===== config.mk =====
export PLATFORM = sky130hd
export DESIGN_NAME = spi_fifo_stat
export DESIGN_NICKNAME = d
export VERILOG_FILES = /design/src/rtl/sfs_pkg.sv /design/src/rtl/sfs_fifo.sv /design/src/rtl/sfs_irq.sv /design/src/rtl/spi_fifo_stat.sv
export SDC_FILE = /design/constraint.sdc
export NUM_CORES = 1
export LEC_CHECK = 0
export BUFFER_PORTS_ARGS = -buffer_cell sky130_fd_sc_hd__buf_2
export CAP_MARGIN = 0
export CORE_MARGIN = 4
export CORE_UTILIZATION = 30
export CTS_CLUSTER_SIZE = 25
export DETAILED_ROUTE_END_ITERATION = 8
export GPL_TIMING_DRIVEN = 1
export HOLD_SLACK_MARGIN = 0.08
export MAX_ROUTING_LAYER = met4
export PLACE_DENSITY = 0.48
export SETUP_SLACK_MARGIN = 0.5
export SLEW_MARGIN = 20
export SYNTH_ARGS = -nofsm -noshare
export SYNTH_HDL_FRONTEND = slang
export SYNTH_SLANG_ARGS = --single-unit

===== constraint.sdc =====
create_clock -name clk -period 3.25 [get_ports clk]
set_clock_uncertainty 0.1 [all_clocks]
set_input_delay 0.65 -clock clk [delete_from_list [all_inputs] [get_ports clk]]
set_output_delay 0.65 -clock clk [all_outputs]
set_load 0.005 [all_outputs]

===== src/rtl/sfs_pkg.sv =====
// Package: shared bit positions for the FIFO status and interrupt unit.
// Assumes nothing beyond being compiled first.
package sfs_pkg;
    localparam int IRQ_W    = 7;
    localparam int ST_W     = 6;
    localparam int CLR_W    = 4;
    // raw interrupt bit positions
    localparam int IRQ_TXE  = 0;
    localparam int IRQ_TXOV = 1;
    localparam int IRQ_RXUN = 2;
    localparam int IRQ_RXOV = 3;
    localparam int IRQ_RXTH = 4;
    localparam int IRQ_CSI  = 6;
    // number of sticky sources handled by the interrupt block
    localparam int N_STICKY = 4;
endpackage


===== src/rtl/sfs_fifo.sv =====
// Module: synchronous FIFO with first-word fall-through read data.
// Assumes DEPTH is a power of two; a push into a full FIFO is dropped,
// a pop from an empty FIFO is ignored and the read data reads zero.
module sfs_fifo #(
    parameter int DW    = 8,
    parameter int DEPTH = 32,
    parameter int LW    = $clog2(DEPTH) + 1
) (
    input  logic          clk,
    input  logic          rst_n,
    input  logic          flush,
    input  logic          push,
    input  logic [DW-1:0] wdata,
    input  logic          pop,
    output logic [DW-1:0] rdata,
    output logic [LW-1:0] level,
    output logic          full,
    output logic          empty
);
    localparam int AW = $clog2(DEPTH);

    logic [DW-1:0] mem [DEPTH];
    logic [AW-1:0] wp, rp;
    logic [LW-1:0] cnt;
    logic          do_push, do_pop;

    assign full    = (cnt == LW'(DEPTH));
    assign empty   = (cnt == '0);
    assign do_push = push && !full && !flush;
    assign do_pop  = pop && !empty && !flush;
    assign level   = cnt;
    assign rdata   = empty ? '0 : mem[rp];

    // storage write, no reset needed on data
    always_ff @(posedge clk) begin
        if (do_push) mem[wp] <= wdata;
    end

    // pointer and count update, cleared by reset or flush
    always_ff @(posedge clk) begin
        if (!rst_n || flush) begin
            wp  <= '0;
            rp  <= '0;
            cnt <= '0;
        end else begin
            if (do_push) wp <= wp + AW'(1);
            if (do_pop)  rp <= rp + AW'(1);
            cnt <= cnt + LW'(do_push) - LW'(do_pop);
        end
    end
endmodule


===== src/rtl/sfs_irq.sv =====
// Module: raw/masked interrupt collection with sticky error sources.
// Assumes events are single-cycle strobes; an event beats a clear in
// the same cycle.
module sfs_irq
    import sfs_pkg::*;
(
    input  logic             clk,
    input  logic             rst_n,
    input  logic [N_STICKY-1:0] ev,       // {csi, rxov, rxun, txov}
    input  logic             tx_empty,
    input  logic             rx_hit,
    input  logic             clr_wr,
    input  logic [CLR_W-1:0] clr_bits,
    input  logic [IRQ_W-1:0] mask,
    output logic [IRQ_W-1:0] raw,
    output logic [IRQ_W-1:0] masked,
    output logic             irq
);
    logic [N_STICKY-1:0] sticky, clr_vec;

    // which sticky sources a clear write touches
    always_comb begin
        clr_vec    = '0;
        clr_vec[0] = clr_wr && (clr_bits[0] || clr_bits[3]);
        clr_vec[1] = clr_wr && (clr_bits[0] || clr_bits[1]);
        clr_vec[2] = clr_wr && (clr_bits[0] || clr_bits[2]);
        clr_vec[3] = clr_wr && clr_bits[0];
    end

    // one sticky flop per error source
    for (genvar i = 0; i < N_STICKY; i++) begin : g_sticky
        always_ff @(posedge clk) begin
            if (!rst_n) sticky[i] <= 1'b0;
            else        sticky[i] <= (sticky[i] && !clr_vec[i]) || ev[i];
        end
    end

    // assemble raw source vector
    always_comb begin
        raw           = '0;
        raw[IRQ_TXE]  = tx_empty;
        raw[IRQ_TXOV] = sticky[0];
        raw[IRQ_RXUN] = sticky[1];
        raw[IRQ_RXOV] = sticky[2];
        raw[IRQ_RXTH] = rx_hit;
        raw[IRQ_CSI]  = sticky[3];
    end

    assign masked = raw & mask;
    assign irq    = |masked;
endmodule


===== src/rtl/spi_fifo_stat.sv =====
// Module: top of the FIFO status and interrupt unit. Two FIFOs, the
// threshold register, status word and interrupt block.
// Assumes DEPTH of 32 or 64; threshold is sampled only while disabled.
module spi_fifo_stat
    import sfs_pkg::*;
#(
    parameter int DW    = 8,
    parameter int DEPTH = 32,
    parameter int LW    = $clog2(DEPTH) + 1
) (
    input  logic             clk,
    input  logic             rst_n,
    input  logic             enable,
    input  logic             tx_push,
    input  logic [DW-1:0]    tx_wdata,
    input  logic             tx_pop,
    output logic [DW-1:0]    tx_rdata,
    input  logic             rx_push,
    input  logic [DW-1:0]    rx_wdata,
    input  logic             rx_pop,
    output logic [DW-1:0]    rx_rdata,
    input  logic [LW-1:0]    rx_thresh,
    input  logic [IRQ_W-1:0] irq_mask,
    input  logic             clr_wr,
    input  logic [CLR_W-1:0] clr_bits,
    input  logic             engine_busy,
    input  logic             slave_tx_busy,
    input  logic             cs_inactive,
    output logic [LW-1:0]    tx_level,
    output logic [LW-1:0]    rx_level,
    output logic [ST_W-1:0]  status,
    output logic [IRQ_W-1:0] irq_raw,
    output logic [IRQ_W-1:0] irq_masked,
    output logic             irq
);
    logic          tx_full, tx_empty, rx_full, rx_empty;
    logic [LW-1:0] thr_q;
    logic [N_STICKY-1:0] ev;

    sfs_fifo #(.DW(DW), .DEPTH(DEPTH), .LW(LW)) u_txf (
        .clk(clk), .rst_n(rst_n), .flush(!enable),
        .push(tx_push), .wdata(tx_wdata), .pop(tx_pop), .rdata(tx_rdata),
        .level(tx_level), .full(tx_full), .empty(tx_empty)
    );

    sfs_fifo #(.DW(DW), .DEPTH(DEPTH), .LW(LW)) u_rxf (
        .clk(clk), .rst_n(rst_n), .flush(!enable),
        .push(rx_push), .wdata(rx_wdata), .pop(rx_pop), .rdata(rx_rdata),
        .level(rx_level), .full(rx_full), .empty(rx_empty)
    );

    // threshold register, loaded only while the unit is disabled
    always_ff @(posedge clk) begin
        if (!rst_n)       thr_q <= '0;
        else if (!enable) thr_q <= rx_thresh;
    end

    // error event strobes, suppressed while disabled except chip-select
    always_comb begin
        ev[0] = enable && tx_push && tx_full;
        ev[1] = enable && rx_pop && rx_empty;
        ev[2] = enable && rx_push && rx_full;
        ev[3] = cs_inactive;
    end

    // status word
    assign status = {slave_tx_busy, rx_full, rx_empty, tx_empty, tx_full, engine_busy};

    sfs_irq u_irq (
        .clk(clk), .rst_n(rst_n), .ev(ev),
        .tx_empty(tx_empty), .rx_hit(rx_level > thr_q),
        .clr_wr(clr_wr), .clr_bits(clr_bits), .mask(irq_mask),
        .raw(irq_raw), .masked(irq_masked), .irq(irq)
    );
endmodule


==> reports/results.tsv <==
metric	value	unit
drive_gt1_share	36.55	%
period_needed	3.577	ns
cts_tree	done	
p_per_area	624.5	nW/um2
wl_per_cell	22.30	um
critPathArrivalTime	2.83	ns
clock_power_share	38.3	%
diodes	0	
cts_sinks	564	
syn_inst	1174	
route.detailed.drc	0	
die_area	79940	um2
fin_ws	-0.3271	ns
worstPathMaxFanout	6	
hold_violations	0	
die_w	282.7	um
h-tree-depth	2	
ys.flop_type	edfxtp_1	
swShare	23.62	%
insertion_delay	0.62	ns
fp.coreArea	74570	um2
holdWs	0.1724	ns
synth.most_common_cell	edfxtp_1	
drv_cap	0	
timing.setup.tns	-4.393	ns
vias	11490	
hpwl	33780	um
p_leak	8.825	nW
ys_warn_count	0	
fmaxAchievable	279.6	MHz
drt-initial-drc-count	727	
rsz0062_at_grt	yes	
seqPwrFrac	46.6	%
power_frac_comb	15.1	%
place_congestion	0.7618	
synth_edf_count	512	
numCtsBuffers	60	
async_flop_share	0	%
dpl-instance-area	24850	um2
cp-start-kind	flop	
dp_slack	-0.07063	ns
io_pins	93	
p_sw	0.004075	W
cellInternalPower	0.01317	W
period_share	110.1	%
yosysTopAreaCellShare	67.89	%
worstSetupPathType	reg2out	
slew_headroom	42.96	%
synth-seq-area-share	72.49	%
initial_core_util	30.37	%
failed_checks	setup timing	
fin_util	37.04	%
rows	100	
tightest_slew	0.8524	ns
grt_pass1_wl	79450	um
ys_ff_latch	564	
yosys.area.top_type	edfxtp_1	
root_buffer	clkbuf_16	
finish.instance_area	27620	um2
finalSetupViolCount	16	
syn_area	22650	um2
ctsHoldBuffers	0	
ir_drop	0.0004075	V
ant_nets	0	
grt_usage	13.90	%
grt_pass1_vias	12100	
clock_path_buffers	3	
path_clk_slew	0.06	ns
vias_per_cell	4.748	
synth_area_leaders	edfxtp_1 68%, mux4_2 14%, dfxtp_1 4.6%	
hold_path.class	in2reg	
drt-total-wl	53940	um
die-height	282.7	um
first_pass_iters	5	
grt.overflow.total	0	
slew_viol_final	0	
synthTopCellsByCount	512 x edfxtp_1, 141 x mux4_2, 103 x nor2_1, 52 x dfxtp_1	
synth_cell_types	52	
outcome	finished, violations left	
synth_area_per_cell	19.29	um2
crit_required	2.50	ns
grt_max_degree	44	
end_kind	primary output	
fin_nets	1481	
area_growth	21.97	%
antenna_found_initial	0	
io_buffers	85	
[kinds of logic (layout without fill, tap and decap cells)]
logic type,Yosys count,count (layout),share of synthesized area [%]
other,1,2,0.01656
adder cells (fa/ha/maj),35,35,2.000
XOR/XNOR,18,18,0.6962
AND/OR/NAND/NOR,218,218,4.691
flip-flops,564,564,72.49
AO/OA/AOI/OAI,76,76,2.315
buffers and inverters,96,371,2.448
multiplexers,166,166,15.34
[power by group through the flow]
stage	Clock (W)	Sequential, W	Combinational (W)
6_report	0.00660	0.00805	0.00260
5_1_grt	0.00711	0.00805	0.00284
4_1_cts	0.00681	0.00804	0.00240
3_5_place_dp	0	0.00819	0.00182
3_3_place_gp	0	0.00819	0.00180
2_1_floorplan	0	0.00818	0.00104
[registers in the layout, summed over array words and instances (netlist names), named ones only]
register     count
u_txf.mem      256
u_txf.level      6
u_rxf.rp         5
u_rxf.wp         5
u_rxf.mem      256
u_rxf.level      6
u_txf.wp         5
u_irq.raw        4
thr_q            6
u_txf.rp         5
[final timing paths]
check                                    to  slack, ns  cells past startpoint                      start
hold / removal      u_irq.raw[6]$_SDFF_PN0_       0.17                      3                cs_inactive
hold reg to reg    u_txf.rp[4]$_SDFFE_PP0P_       0.42                      2   u_txf.rp[4]$_SDFFE_PP0P_
setup / recovery                rx_rdata[1]      -0.33                      8                       flop
setup reg to reg  u_rxf.level[4]$_SDFF_PP0_       0.64                     14  u_rxf.level[4]$_SDFF_PP0_
[layout make-up]
class,count,area [um2]
flip-flops and latches,564,16450
clock buffers,89,1660
fillers,6950,46950
inverters,33,131.4
multi-input cells,515,6060
repair buffers,228,1854
clock inverters,21,256.5
well taps,969,1212
[routing by layer]
metal  vias up  GRT usage [%]  routed length (um)
li1       5160              -                   -
met1      6029          19.07               24910
met2       219          21.68               25580
met3        77          2.608                2410
met4         0          3.267                1042
met5         -              -                   0
[stage by stage]
step	power [W]	cells
finish	0.01725	2419
floorplan	0.009210	1175
global placement	0.009988	2279
detailed placement	0.01001	2279
global route	0.01800	2419
CTS	0.01725	2414
[critical path: stages (launching register included)]
cell and delay [ns]:
dfxtp_4 0.41, buf_6 0.15, buf_12 0.13, mux4_2 0.50
mux4_2 0.54, nor2b_2 0.15, a2111oi_2 0.04, buf_4 0.19
buf_6 0.11
[cell usage in the layout, fill, tap and decap left out, drive strengths merged, types with 8 or more instances in the layout]
cell | netlist | routed
dfxtp | 52 | 52
edfxtp | 512 | 512
inv | 33 | 34
a2111oi | 16 | 16
clkinv | 0 | 16
mux4 | 144 | 144
nor2 | 103 | 103
xnor2 | 16 | 16
nand2 | 30 | 30
clkbuf | 17 | 89
ha | 33 | 33
o22ai | 16 | 16
nand3 | 8 | 8
mux2i | 22 | 22
a21oi | 14 | 14
nor3 | 8 | 8
o21ai | 8 | 8
buf | 46 | 228
nor2b | 28 | 28
[timing repair]
| action | 4_1_cts | 5_1_grt |
|---|---|---|
| setup endpoints to repair | 217 | 47 |
| gates resized for setup | 91 | 46 |
| buffers inserted | 22 | 5 |
| pin swaps | 12 | 21 |
| gates cloned | 3 | 0 |
(Power assumes the default switching activity.)
